[src/rtl/adc_scan_pkg.sv]
// Shared types for the serial ADC scan host.
package adc_scan_pkg;
    // Sequencer phases of one transaction.
    typedef enum logic [2:0] {
        ST_IDLE,   // chip select high, waiting for start
        ST_CMD,    // shifting the 16-clock command frame
        ST_QUIET,  // clock parked, minimum quiet interval
        ST_WAIT,   // clock parked, waiting for end of conversion
        ST_READ,   // clocking in one result word
        ST_HOLD    // result offered, clock parked until taken
    } seq_state_t;
endpackage

[src/rtl/sclk_gen.sv]
// Serial clock generator.
// Produces a 50% duty serial clock that starts in its low phase whenever
// 'run' is set. Each phase lasts HALF_DIV system cycles. rise_stb and
// fall_stb flag the system cycle at whose closing edge the clock goes
// high or low. Assumes 'run' comes from a register.
module sclk_gen #(
    parameter int HALF_DIV = 2
) (
    input  logic clk,
    input  logic rst_n,
    input  logic run,
    output logic sclk,
    output logic rise_stb,
    output logic fall_stb
);
    localparam int CW = (HALF_DIV > 1) ? $clog2(HALF_DIV) : 1;

    logic [CW-1:0] cnt;
    logic          sclk_q;
    logic          tick;

    // Phase end: the divider has reached its last count.
    always_comb begin
        tick     = run && (cnt == CW'(HALF_DIV - 1));
        rise_stb = tick && !sclk_q;
        fall_stb = tick && sclk_q;
    end

    // Divider count and clock level; both cleared while stopped.
    always_ff @(posedge clk) begin
        if (!rst_n || !run) begin
            cnt    <= '0;
            sclk_q <= 1'b0;
        end else if (tick) begin
            cnt    <= '0;
            sclk_q <= ~sclk_q;
        end else begin
            cnt <= cnt + 1'b1;
        end
    end

    assign sclk = sclk_q;

    // A stopped generator leaves the clock low.
    assert_stopped_low_R9: assert property (@(posedge clk) disable iff (!rst_n)
        !run |=> !sclk);
endmodule

[src/rtl/eoc_sync.sv]
// End-of-conversion synchronizer.
// Brings the asynchronous active-low strobe into the system clock domain
// through two flops. A third flop detects the high-to-low transition.
// Emits a single-cycle pulse for each falling edge.
module eoc_sync (
    input  logic clk,
    input  logic rst_n,
    input  logic eoc_n,
    output logic fall_stb
);
    logic s1, s2, s3;

    // Two-flop synchronizer followed by the edge history flop.
    always_ff @(posedge clk) begin
        if (!rst_n) begin
            s1 <= 1'b1;
            s2 <= 1'b1;
            s3 <= 1'b1;
        end else begin
            s1 <= eoc_n;
            s2 <= s1;
            s3 <= s2;
        end
    end

    assign fall_stb = s3 && !s2;

    // A detected edge never lasts more than one cycle.
    assert_single_pulse_R6: assert property (@(posedge clk) disable iff (!rst_n)
        fall_stb |=> !fall_stb);
endmodule

[src/rtl/frame_shifter.sv]
// MSB-first shift register.
// Loads in parallel when 'load' is set. Otherwise it shifts left by one
// and takes in_bit at the LSB when 'shift' is set. Load has priority.
module frame_shifter #(
    parameter int W = 16
) (
    input  logic         clk,
    input  logic         rst_n,
    input  logic         load,
    input  logic [W-1:0] load_val,
    input  logic         shift,
    input  logic         in_bit,
    output logic [W-1:0] q
);
    // Parallel load or one-place shift.
    always_ff @(posedge clk) begin
        if (!rst_n)
            q <= '0;
        else if (load)
            q <= load_val;
        else if (shift)
            q <= {q[W-2:0], in_bit};
    end
endmodule

[src/rtl/adc_scan_host.sv]
// Serial ADC scan host sequencer (top).
// Runs one scan transaction per start pulse:
//   1. a 16-clock command frame,
//   2. a parked clock until the quiet interval has run out and end of
//      conversion has been seen,
//   3. scan_last+1 result words of WORD_W bits each.
// Every word is offered on a valid/ready port with its channel index.
// Assumes QUIET_CYC >= 1, CMD_W > CH_W and a converter that updates its
// data line on serial clock falling edges.
module adc_scan_host
    import adc_scan_pkg::*;
#(
    parameter int HALF_DIV  = 2,
    parameter int QUIET_CYC = 8,
    parameter int WORD_W    = 16,
    parameter int CMD_W     = 8,
    parameter int CH_W      = 3
) (
    input  logic              clk,
    input  logic              rst_n,
    input  logic              start,
    input  logic [CH_W-1:0]   scan_last,
    input  logic [CMD_W-CH_W-1:0] cfg_bits,
    output logic              cs_n,
    output logic              sclk,
    output logic              mosi,
    input  logic              miso,
    input  logic              eoc_n,
    output logic              ifmode_hi,
    output logic              ifsel_lo,
    output logic              res_valid,
    input  logic              res_ready,
    output logic [WORD_W-1:0] res_data,
    output logic [CH_W-1:0]   res_chan
);
    localparam int FRAME_W = 2 * CMD_W;
    localparam int CNT_MAX = (FRAME_W > WORD_W) ? FRAME_W : WORD_W;
    localparam int BC_W    = $clog2(CNT_MAX);
    localparam int QW      = $clog2(QUIET_CYC + 1);

    seq_state_t       state;
    logic [BC_W-1:0]  bit_cnt;
    logic [QW-1:0]    quiet_cnt;
    logic             eoc_seen;
    logic [CH_W-1:0]  word_idx;
    logic [CH_W-1:0]  last_q;

    logic             run, rise_stb, fall_stb, eoc_fall;
    logic             tx_load, tx_shift, rx_shift;
    logic [FRAME_W-1:0] tx_q;
    logic [WORD_W-1:0]  rx_q;

    // Control strobes derived from the registered phase.
    always_comb begin
        run      = (state == ST_CMD) || (state == ST_READ);
        tx_load  = (state == ST_IDLE) && start;
        tx_shift = (state == ST_CMD) && fall_stb;
        rx_shift = (state == ST_READ) && rise_stb;
    end

    sclk_gen #(.HALF_DIV(HALF_DIV)) u_clk (
        .clk(clk), .rst_n(rst_n), .run(run),
        .sclk(sclk), .rise_stb(rise_stb), .fall_stb(fall_stb)
    );

    eoc_sync u_eoc (
        .clk(clk), .rst_n(rst_n), .eoc_n(eoc_n), .fall_stb(eoc_fall)
    );

    frame_shifter #(.W(FRAME_W)) u_tx (
        .clk(clk), .rst_n(rst_n), .load(tx_load),
        .load_val({scan_last, cfg_bits, {CMD_W{1'b0}}}),
        .shift(tx_shift), .in_bit(1'b0), .q(tx_q)
    );

    frame_shifter #(.W(WORD_W)) u_rx (
        .clk(clk), .rst_n(rst_n), .load(1'b0), .load_val('0),
        .shift(rx_shift), .in_bit(miso), .q(rx_q)
    );

    // Transaction sequencer: phase, bit, quiet and word counters.
    always_ff @(posedge clk) begin
        if (!rst_n) begin
            state     <= ST_IDLE;
            bit_cnt   <= '0;
            quiet_cnt <= '0;
            eoc_seen  <= 1'b0;
            word_idx  <= '0;
            last_q    <= '0;
        end else begin
            case (state)
                ST_IDLE: if (start) begin
                    last_q   <= scan_last;
                    word_idx <= '0;
                    bit_cnt  <= '0;
                    state    <= ST_CMD;
                end
                ST_CMD: if (fall_stb) begin
                    if (bit_cnt == BC_W'(FRAME_W - 1)) begin
                        bit_cnt   <= '0;
                        quiet_cnt <= '0;
                        eoc_seen  <= 1'b0;
                        state     <= ST_QUIET;
                    end else begin
                        bit_cnt <= bit_cnt + 1'b1;
                    end
                end
                ST_QUIET: begin
                    if (eoc_fall)
                        eoc_seen <= 1'b1;
                    if (quiet_cnt == QW'(QUIET_CYC - 1))
                        state <= (eoc_seen || eoc_fall) ? ST_READ : ST_WAIT;
                    else
                        quiet_cnt <= quiet_cnt + 1'b1;
                end
                ST_WAIT: if (eoc_fall)
                    state <= ST_READ;
                ST_READ: if (fall_stb) begin
                    if (bit_cnt == BC_W'(WORD_W - 1)) begin
                        bit_cnt <= '0;
                        state   <= ST_HOLD;
                    end else begin
                        bit_cnt <= bit_cnt + 1'b1;
                    end
                end
                ST_HOLD: if (res_ready) begin
                    if (word_idx == last_q) begin
                        state <= ST_IDLE;
                    end else begin
                        word_idx <= word_idx + 1'b1;
                        state    <= ST_READ;
                    end
                end
                default: state <= ST_IDLE;
            endcase
        end
    end

    // Port outputs.
    assign cs_n      = (state == ST_IDLE);
    assign mosi      = tx_q[FRAME_W-1];
    assign res_valid = (state == ST_HOLD);
    assign res_data  = rx_q;
    assign res_chan  = word_idx;
    assign ifmode_hi = 1'b1;
    assign ifsel_lo  = 1'b0;

    // The serial clock only runs under an asserted chip select.
    assert_sclk_under_cs_R2: assert property (@(posedge clk) disable iff (!rst_n)
        sclk |-> !cs_n);

    // Command data is steady across each high phase.
    assert_mosi_steady_R4: assert property (@(posedge clk) disable iff (!rst_n)
        sclk |=> (!sclk || $stable(mosi)));

    // The clock is parked during the quiet and wait phases.
    assert_quiet_low_R5: assert property (@(posedge clk) disable iff (!rst_n)
        (state == ST_QUIET || state == ST_WAIT) |-> !sclk);

    // An offered result is held unchanged until taken.
    assert_hold_stable_R9: assert property (@(posedge clk) disable iff (!rst_n)
        (res_valid && !res_ready) |=> (res_valid && $stable(res_data) && $stable(res_chan)));

    // Taking the last word releases chip select.
    assert_cs_release_R10: assert property (@(posedge clk) disable iff (!rst_n)
        (res_valid && res_ready && res_chan == last_q) |=> cs_n);
endmodule

[config.mk]
export PLATFORM = sky130hd
export DESIGN_NAME = adc_scan_host
export DESIGN_NICKNAME = d
export VERILOG_FILES = /design/src/rtl/adc_scan_pkg.sv /design/src/rtl/sclk_gen.sv /design/src/rtl/eoc_sync.sv /design/src/rtl/frame_shifter.sv /design/src/rtl/adc_scan_host.sv
export SDC_FILE = /design/constraint.sdc
export NUM_CORES = 1
export LEC_CHECK = 0
export CAP_MARGIN = 25
export CELL_PAD_IN_SITES_DETAIL_PLACEMENT = 1
export CELL_PAD_IN_SITES_GLOBAL_PLACEMENT = 2
export CORE_UTILIZATION = 40
export CTS_CLUSTER_DIAMETER = 60
export DETAILED_ROUTE_END_ITERATION = 8
export DONT_BUFFER_PORTS = 1
export PLACE_DENSITY_LB_ADDON = 0.1
export SLEW_MARGIN = 20
export SYNTH_ARGS = -nofsm -noshare
export SYNTH_HDL_FRONTEND = slang
export SYNTH_SLANG_ARGS = --single-unit
[constraint.sdc]
create_clock -name clk -period 4.48 [get_ports clk]
set_input_delay 0.896 -clock clk [delete_from_list [all_inputs] [get_ports clk]]
set_output_delay 0.896 -clock clk [all_outputs]
set_load 0.01 [all_outputs]
==> impl_metrics.ini, run 1 <==
[detailed_routing]
remaining_drc_errors = 0
vias = 1671
drtIter0Drc = 36
ant_nets = 0
first_pass_iters = 4
routed_via_density = 5.48
wl_per_cell_um = 15.3
wirelength_um = 4660

[synthesis]
synth_compound_area_share_pct = 14.7
muxShareOfSynthArea_pct = 8.46
synth_top_family_by_area = simple AND/OR/NAND/NOR gates
ys.warnings.count = 0
syn_area_um2 = 2130
yosysSeqAreaShare_pct = 44.2
synth-simple-area-share_pct = 23.4
syn_avg_cell_area_um2 = 8.88
synth_fa_ha_area_share_pct = 1.76
synth_fp_nets = 257
synthArstFlopShare_pct = 0
dominantRegCellSynth = dfxtp_1
synth.distinct_cells = 44
synth_xor_area_share_pct = 2.47
synthCells = 240
ys_seq_elements = 47
synth_edf_count = 0

[worst_setup_path]
r2r_slack_ns = 2.23
critPathKind = register to register
r2r-start = state[2]
cp.arrival_ns = 2.44
worstPathRequired_ns = 4.66
crit_fanout = 16
startpoint_type = register
r2r-end = u_rx.q[15]
reg2reg_depth = 4
cp-end-kind = register

[timing]
rsz0062_at_grt = false
worst_pin_slew_ns = 1.01
worst_slack_ns = 2.23
hold_viol_final = 0
timing.fmax_ghz = 0.444
slew_headroom_pct = 32.4
fin_skew_ns = 0.0111
period_needed_ns = 2.25
tns_ns = 0
final_max_slew_viol_count = 0
final.period_utilization_pct = 50.3
setup_viol = 0

[floorplan]
fp-row-count = 26
die_x_um = 75.0
core-area_um2 = 5110
start_util_pct = 41.7
ioPinCount = 39
die_area_um2 = 5620
fp.dieH_um = 75.0

[power]
powerDensity_nw_per_um2 = 402
p_total_uw = 908
p_leak_nw = 0.878
ir_drop_uv = 167

[finish]
areaGrowthSynthToFinish_pct = 6.05
fillers = 611
layout.cells.non_filler = 305
layout-drive-gt1-share_pct = 5.53
fin_nets = 251
n_antenna_cell = 0

[placement]
dpl.hpwl_um = 3310
routabilityCongestion = 0.834
dp.cells = 296
io_buffers = 0
place_ws_ns = 2.12

[global_route]
grt.overflow.total = 0
grt_pass1_vias = 1565
grt_antenna_before_repair = 0
grt_max_degree = 37
grt_pass1_wl_um = 7250
grt_usage_pct = 17.1

[hold_path]
hold_path.class = register to register
min_delay_path_depth = 1
min_from = u_eoc.s1
whs_endpoint = u_eoc.s2

[cts]
cts_sinks = 47
postCtsSetupRepairBufs = 0
cts_tree = done
ctsHtreeMaxLevel = 2
cts_root_buf = clkbuf_8
cts-buffers-inserted = 5
clk_pin_slew_ns = 0.09
cts.repair.resized = 0
cts_max_path_buffers = 2
cts_hold_buf = 0
clk_latency_ns = 0.31

[flow_run]
cap_viol_max_count = 0

[outcome]
status = completed
[cell usage after synthesis, types with 2 or more instances]
cell type  count  area [um2]
a21oi_1       13        65.1
a311oi_1       8        70.1
a31oi_1        3        18.8
and2_1         2        12.5
buf_2          2        10.0
buf_4          4        30.0
buf_6          2        22.5
clkbuf_1       6        22.5
conb_1         2        7.51
dfxtp_1       47         941
ha_1           3        37.5
inv_1          3        11.3
mux2i_1       18         180
nand2_1       33         124
nand2b_1       9        56.3
nand3_1        6        30.0
nand3b_1       5        37.5
nand4b_1       2        17.5
nor2_1        33         124
nor3_1         3        15.0
o211ai_1       2        15.0
o21ai_0        5        25.0
o22ai_1        3        18.8
xnor2_1        6        52.6
[per-stage QoR]
stage,hold WS [ns],utilization (%),area [um2]
2_1_floorplan,0.386,-,2130
3_3_place_gp,0.392,41.8,2130
3_5_place_dp,0.400,41.8,2130
4_1_cts,0.422,43.7,2230
5_1_grt,0.434,44.2,2260
6_report,0.416,44.2,2260
[sequential cells by signal, summed over array words and instances, names as in the netlist]
register	count
u_eoc.s2	1
u_tx.q	8
u_eoc.s3	1
u_clk.sclk	1
last_q	3
eoc_seen	1
u_clk.cnt	1
quiet_cnt	4
bit_cnt	4
res_chan	3
state	3
u_rx.q	16
u_eoc.s1	1
[power by group]
group | internal [mW] | total (mW) | switching, mW
clock | 0.126 | 0.274 | 0.148
sequential | 0.446 | 0.484 | 0.0374
combinational | 0.0584 | 0.150 | 0.0921
total | 0.631 | 0.908 | 0.278
[logic make-up (layout without fill, tap and decap cells)]
group	Yosys count	count (layout)
XOR/XNOR	6	6
AO/OA/AOI/OAI	44	44
other	2	2
AND/OR/NAND/NOR	102	102
buffers and inverters	18	13
multiplexers	18	18
flip-flops	47	47
adder cells (fa/ha/maj)	3	3
[worst max-delay path by stage]
stage                   from           end  slack [ns]  cells after the start
CTS                 state[2]     u_rx.q[0]        2.16                      4
finish              state[2]    u_rx.q[15]        2.23                      4
floorplan              start    u_tx.q[10]        2.56                      4
detailed placement     rst_n     u_tx.q[9]        2.12                      2
global placement       rst_n  quiet_cnt[3]        2.25                      2
global route        state[2]     u_rx.q[0]        2.01                      4
[cell type report]
cell class	count	area (um2)	area share [%]
multi-input combinational	175	1090	48.2
sequential	47	941	41.6
tap	70	87.6	3.88
clock buffer	6	82.6	3.65
timing repair buffer	1	27.5	1.22
clock inverter	2	16.3	0.720
inverter	4	15.0	0.664
[cell usage in the layout (no fill, tap or decap), drive strengths merged, types with 2 or more instances in the layout]
master | synthesis | final
or2 | 2 | 2
nor2 | 33 | 33
a31oi | 3 | 3
nand2 | 33 | 33
nand3 | 6 | 6
ha | 3 | 3
o21ai | 5 | 5
xnor2 | 6 | 6
nor3b | 2 | 2
o31ai | 2 | 2
clkbuf | 6 | 6
nand3b | 5 | 5
nand2b | 9 | 9
mux2i | 18 | 18
o22ai | 3 | 3
nor3 | 3 | 3
inv | 3 | 3
nand4b | 2 | 2
clkinv | 1 | 2
a311oi | 8 | 8
a21oi | 13 | 13
dfxtp | 47 | 47
and2 | 2 | 2
o211ai | 2 | 2
conb | 2 | 2
[critical path, stage by stage, from the launching register on]
cell	delay, ns
dfxtp_1	0.64
nor3b_1	0.31
nand3b_1	0.73
mux2i_1	0.39
nor2_1	0.06
[routing by layer]
metal | vias up | routed length (um) | GRT usage [%]
met5 | - | 0 | 0
met1 | 809 | 2210 | 22.0
li1 | 822 | - | -
met2 | 29 | 2130 | 26.6
met3 | 11 | 217 | 5.62
met4 | 0 | 93 | 6.92
Note: power is estimated with default switching activity, not from simulation.
==> run 2: changes to the inputs <==
Settings changed: CORE_UTILIZATION 40 to 33.
Clock period 4.48 ns to 1.8 ns, I/O delays scaled along.
==> impl_metrics.ini, run 2 (synthesized netlist as in run 1, its figures left out) <==
[floorplan]
ioPinCount = 39
fp-row-count = 28
start_util_pct = 35.2
core-area_um2 = 6060
die_x_um = 82.4
die_area_um2 = 6780
fp.dieH_um = 82.4

[worst_setup_path]
cp-endpoint = cs_n
r2r-start = bit_cnt[0]
crit_fanout = 7
crit_chain = buf_4, nor3_1, buf_4
cp.arrival_ns = 1.31
cp.depth = 3
r2r_slack_ns = 0.19
critPathKind = register to primary output
cp-end-kind = primary output
startpoint = state[2]
r2r-end = state[0]
cp_slowest_cell = dfxtp_1
startpoint_type = register
worstPathRequired_ns = 1.44
crit_top_cell = buf_4
reg2reg_depth = 5
cp_top_family = flip-flops
critPathMaxStageDelay_ns = 0.39
critPathBufInv = 2

[placement]
dpl.hpwl_um = 3590
routabilityCongestion = 0.811
io_buffers = 0

[finish]
n_antenna_cell = 0
layout-drive-gt1-share_pct = 10.6
fin_nets = 262
regMostFlops = u_rx.q
mostFrequentLayoutCell = dfxtp_1
fillers = 705
largest_reg_flops = 16
final_cell_mix = 45 x dfxtp_1, 33 x nor2_1, 33 x nand2_1, 18 x mux2i_1, 13 x a21oi_1
regArea_um2 = 943
final_core_util_pct = 39.0
areaGrowthSynthToFinish_pct = 10.8
reg_top3 = u_rx.q x16, u_tx.q x8
multi_input_area_um2 = 1090

[power]
powerDensity_nw_per_um2 = 1040
ir_drop_uv = 420
p_leak_nw = 0.940

[hold_path]
hold_path.class = input pin to register

[cts]
cts_tree = done
cts_max_path_buffers = 2
cts_sinks = 47
postCtsSetupRepairBufs = 0
clk_pin_slew_ns = 0.10
clk_latency_ns = 0.31
ctsHtreeMaxLevel = 2
cts_root_buf = clkbuf_8
cts-buffers-inserted = 5

[global_route]
grt.overflow.total = 0
grt_pass1_vias = 1763
grt_antenna_before_repair = 0
grt_usage_pct = 16.1
grt_pass1_wl_um = 8310
grt_max_degree = 37

[timing]
final.period_utilization_pct = 92.9
setup_viol = 0
period_needed_ns = 1.67
rsz0062_at_grt = false
fin_skew_ns = 0.00849
timing.fmax_ghz = 0.598
whs_ns = 0.126
tns_ns = 0
hold_viol_final = 0
final_max_slew_viol_count = 0

[detailed_routing]
first_pass_iters = 4
vias = 1695
routed_via_density = 5.28
remaining_drc_errors = 0
drtIter0Drc = 49
ant_nets = 0
wl_per_cell_um = 15.7
wirelength_um = 5040

[flow_run]
cap_viol_max_count = 0

[outcome]
status = completed
run 2: cell types whose count changed in the layout (fill, tap and decap cells not counted), sizes merged:
| cell | change |
|---|---|
| buf | +11 |
| inv | +1 |
| bufinv | +1 |
| clkbuf | -1 |
| clkinvlp | -1 |
run 2: through the flow:
step / setup WS, ns / power, mW / area (um2) / instances
floorplan: 0.310 / 1.55 / 2130 / 240
global placement: 0.214 / 1.62 / 2240 / 313
detailed placement: 0.143 / 1.64 / 2240 / 313
CTS: 0.0707 / 2.48 / 2360 / 321
global route: 0.0579 / 2.58 / 2360 / 321
finish: 0.128 / 2.45 / 2360 / 321
run 2: how the worst min path moves through the flow:
stage             start        to  slack [ns]  cells after the start
2_1_floorplan  u_eoc.s1  u_eoc.s2        0.39                      1
5_1_grt           rst_n  u_eoc.s3        0.11                      1
6_report          rst_n  u_eoc.s1        0.13                      1
4_1_cts           rst_n  u_eoc.s1        0.12                      1
3_5_place_dp   u_eoc.s1  u_eoc.s2        0.39                      1
3_3_place_gp   u_eoc.s1  u_eoc.s2        0.39                      1
run 2: power breakdown:
part | switching [mW] | internal, mW | total [mW]
logic | 0.250 | 0.173 | 0.423
clock network | 0.406 | 0.422 | 0.828
registers | 0.0840 | 1.11 | 1.20
total | 0.739 | 1.71 | 2.45
run 2: timing repair:
action                                  CTS  global route
gates resized for setup                   0             2
hold buffers                              0             0
endpoints found under the setup margin    0             4
run 2: layout make-up:
cell class                      instances  area share (%)
Clock buffer                            5            2.91
Clock inverter                          3            2.01
Inverter                                4           0.636
Multi-Input combinational cell        175            46.2
Sequential cell                        47            40.0
Tap cell                               75            3.97
Timing Repair Buffer                   12            4.35
run 2: per-layer routing:
| layer | up-vias | wire, um | track usage [%] |
|---|---|---|---|
| li1 | 842 | - | - |
| met1 | 814 | 2270 | 19.1 |
| met2 | 29 | 2480 | 27.6 |
| met3 | 10 | 201 | 4.51 |
| met4 | 0 | 94 | 5.96 |
| met5 | - | 0 | 0 |
==> run 3: changes to the inputs <==
Settings changed: CTS_BUF_LIST set to sky130_fd_sc_hd__clkbuf_16, TNS_END_PERCENT set to 100.
==> impl_metrics.ini, run 3 (synthesized netlist as in run 1, its figures left out) <==
[outcome]
status = completed

[global_route]
grt.overflow.total = 0
grt_antenna_before_repair = 0
grt_pass1_wl_um = 8380
grt_pass1_vias = 1787
grt_usage_pct = 16.6
grt_max_degree = 37

[finish]
areaGrowthSynthToFinish_pct = 13.4
multi_input_area_um2 = 1090
final_area_um2 = 2420
fin_nets = 262
n_antenna_cell = 0
mostFrequentLayoutCell = dfxtp_1
largest_reg_flops = 16
layout-drive-gt1-share_pct = 10.6
fillers = 701
reg_top3 = u_rx.q x16, u_tx.q x8
regMostFlops = u_rx.q
final_cell_mix = 45 x dfxtp_1, 33 x nor2_1, 33 x nand2_1, 18 x mux2i_1, 13 x a21oi_1
regArea_um2 = 943

[timing]
tns_ns = 0
final.period_utilization_pct = 90.4
timing.fmax_ghz = 0.614
setup_viol = 0
period_needed_ns = 1.63
rsz0062_at_grt = false
hold_viol_final = 0
final_max_slew_viol_count = 0
fin_skew_ns = 0.00521

[placement]
place_area_um2 = 2240
dpl.hpwl_um = 3590
io_buffers = 0
routabilityCongestion = 0.811

[floorplan]
fp-row-count = 28
die_area_um2 = 6780
fp.dieH_um = 82.4
die_x_um = 82.4
ioPinCount = 39
start_util_pct = 35.2
core-area_um2 = 6060

[worst_setup_path]
r2r_slack_ns = 0.19
cp.arrival_ns = 1.27
startpoint_type = register
crit_fanout = 7
critPathKind = register to primary output
cp-end-kind = primary output
worstPathRequired_ns = 1.44

[cts]
cts_tree = done
cts_sinks = 47
ctsHtreeMaxLevel = 2
clk_pin_slew_ns = 0.07
cts_max_path_buffers = 2
cts_root_buf = clkbuf_16
cts-buffers-inserted = 5
postCtsSetupRepairBufs = 0
clk_latency_ns = 0.29

[power]
p_leak_nw = 0.966
ir_drop_uv = 480
powerDensity_nw_per_um2 = 1120

[detailed_routing]
remaining_drc_errors = 0
ant_nets = 0
wirelength_um = 5090
vias = 1691
wl_per_cell_um = 15.8
drtIter0Drc = 59
routed_via_density = 5.27
first_pass_iters = 4

[hold_path]
hold_path.class = input pin to register

[flow_run]
cap_viol_max_count = 0
[run 3: critical path, stage by stage, from the launching register on]
cell and delay [ns]:
dfxtp_1 0.37, buf_4 0.19, nor3_1 0.24, buf_4 0.17
[run 3: path summary, 6_finish.rpt]
kind              depth (start not counted)  startpoint       end
setup / recovery                          3    state[2]      cs_n
hold / removal                            1       rst_n  u_eoc.s1
setup reg to reg                          5  bit_cnt[0]  state[0]
hold reg to reg                           1    u_eoc.s1  u_eoc.s2
[run 3: layout make-up]
type | count | share of cell area [%]
clock buffer | 5 | 5.18
inverter | 4 | 0.621
timing repair buffer | 12 | 4.24
sequential | 47 | 39.0
multi-input combinational | 175 | 45.1
tap | 75 | 3.88
clock inverter | 3 | 1.97
[run 3: layer usage]
layer	up-vias	track usage [%]	share of wire, %
li1	844	-	-
met1	821	19.3	45
met2	21	28.1	50
met3	5	5.05	3.9
met4	0	6.84	1.6
met5	-	0	0
[run 3: power by group]
| part | total (mW) | switching (mW) | internal [mW] |
|---|---|---|---|
| logic | 0.420 | 0.247 | 0.173 |
| clock network | 1.10 | 0.434 | 0.663 |
| registers | 1.20 | 0.0842 | 1.11 |
| total | 2.72 | 0.765 | 1.95 |
[run 3: repair_timing]
action                     4_1_cts  5_1_grt
gates resized for setup          0        2
setup endpoints to repair        0        3
hold buffers                     0        0
[run 3: metrics by stage]
step | hold WS [ns] | worst slack [ns] | total power, mW | instances | util [%]
after global placement | 0.388 | 0.214 | 1.62 | 313 | 37.0
after CTS | 0.134 | 0.0885 | 2.76 | 321 | 39.8
after global routing | 0.133 | 0.0665 | 2.85 | 321 | 39.9
final | 0.142 | 0.172 | 2.72 | 321 | 39.9
after detailed placement | 0.394 | 0.143 | 1.64 | 313 | 37.0
after floorplan | 0.386 | 0.310 | 1.55 | 240 | -
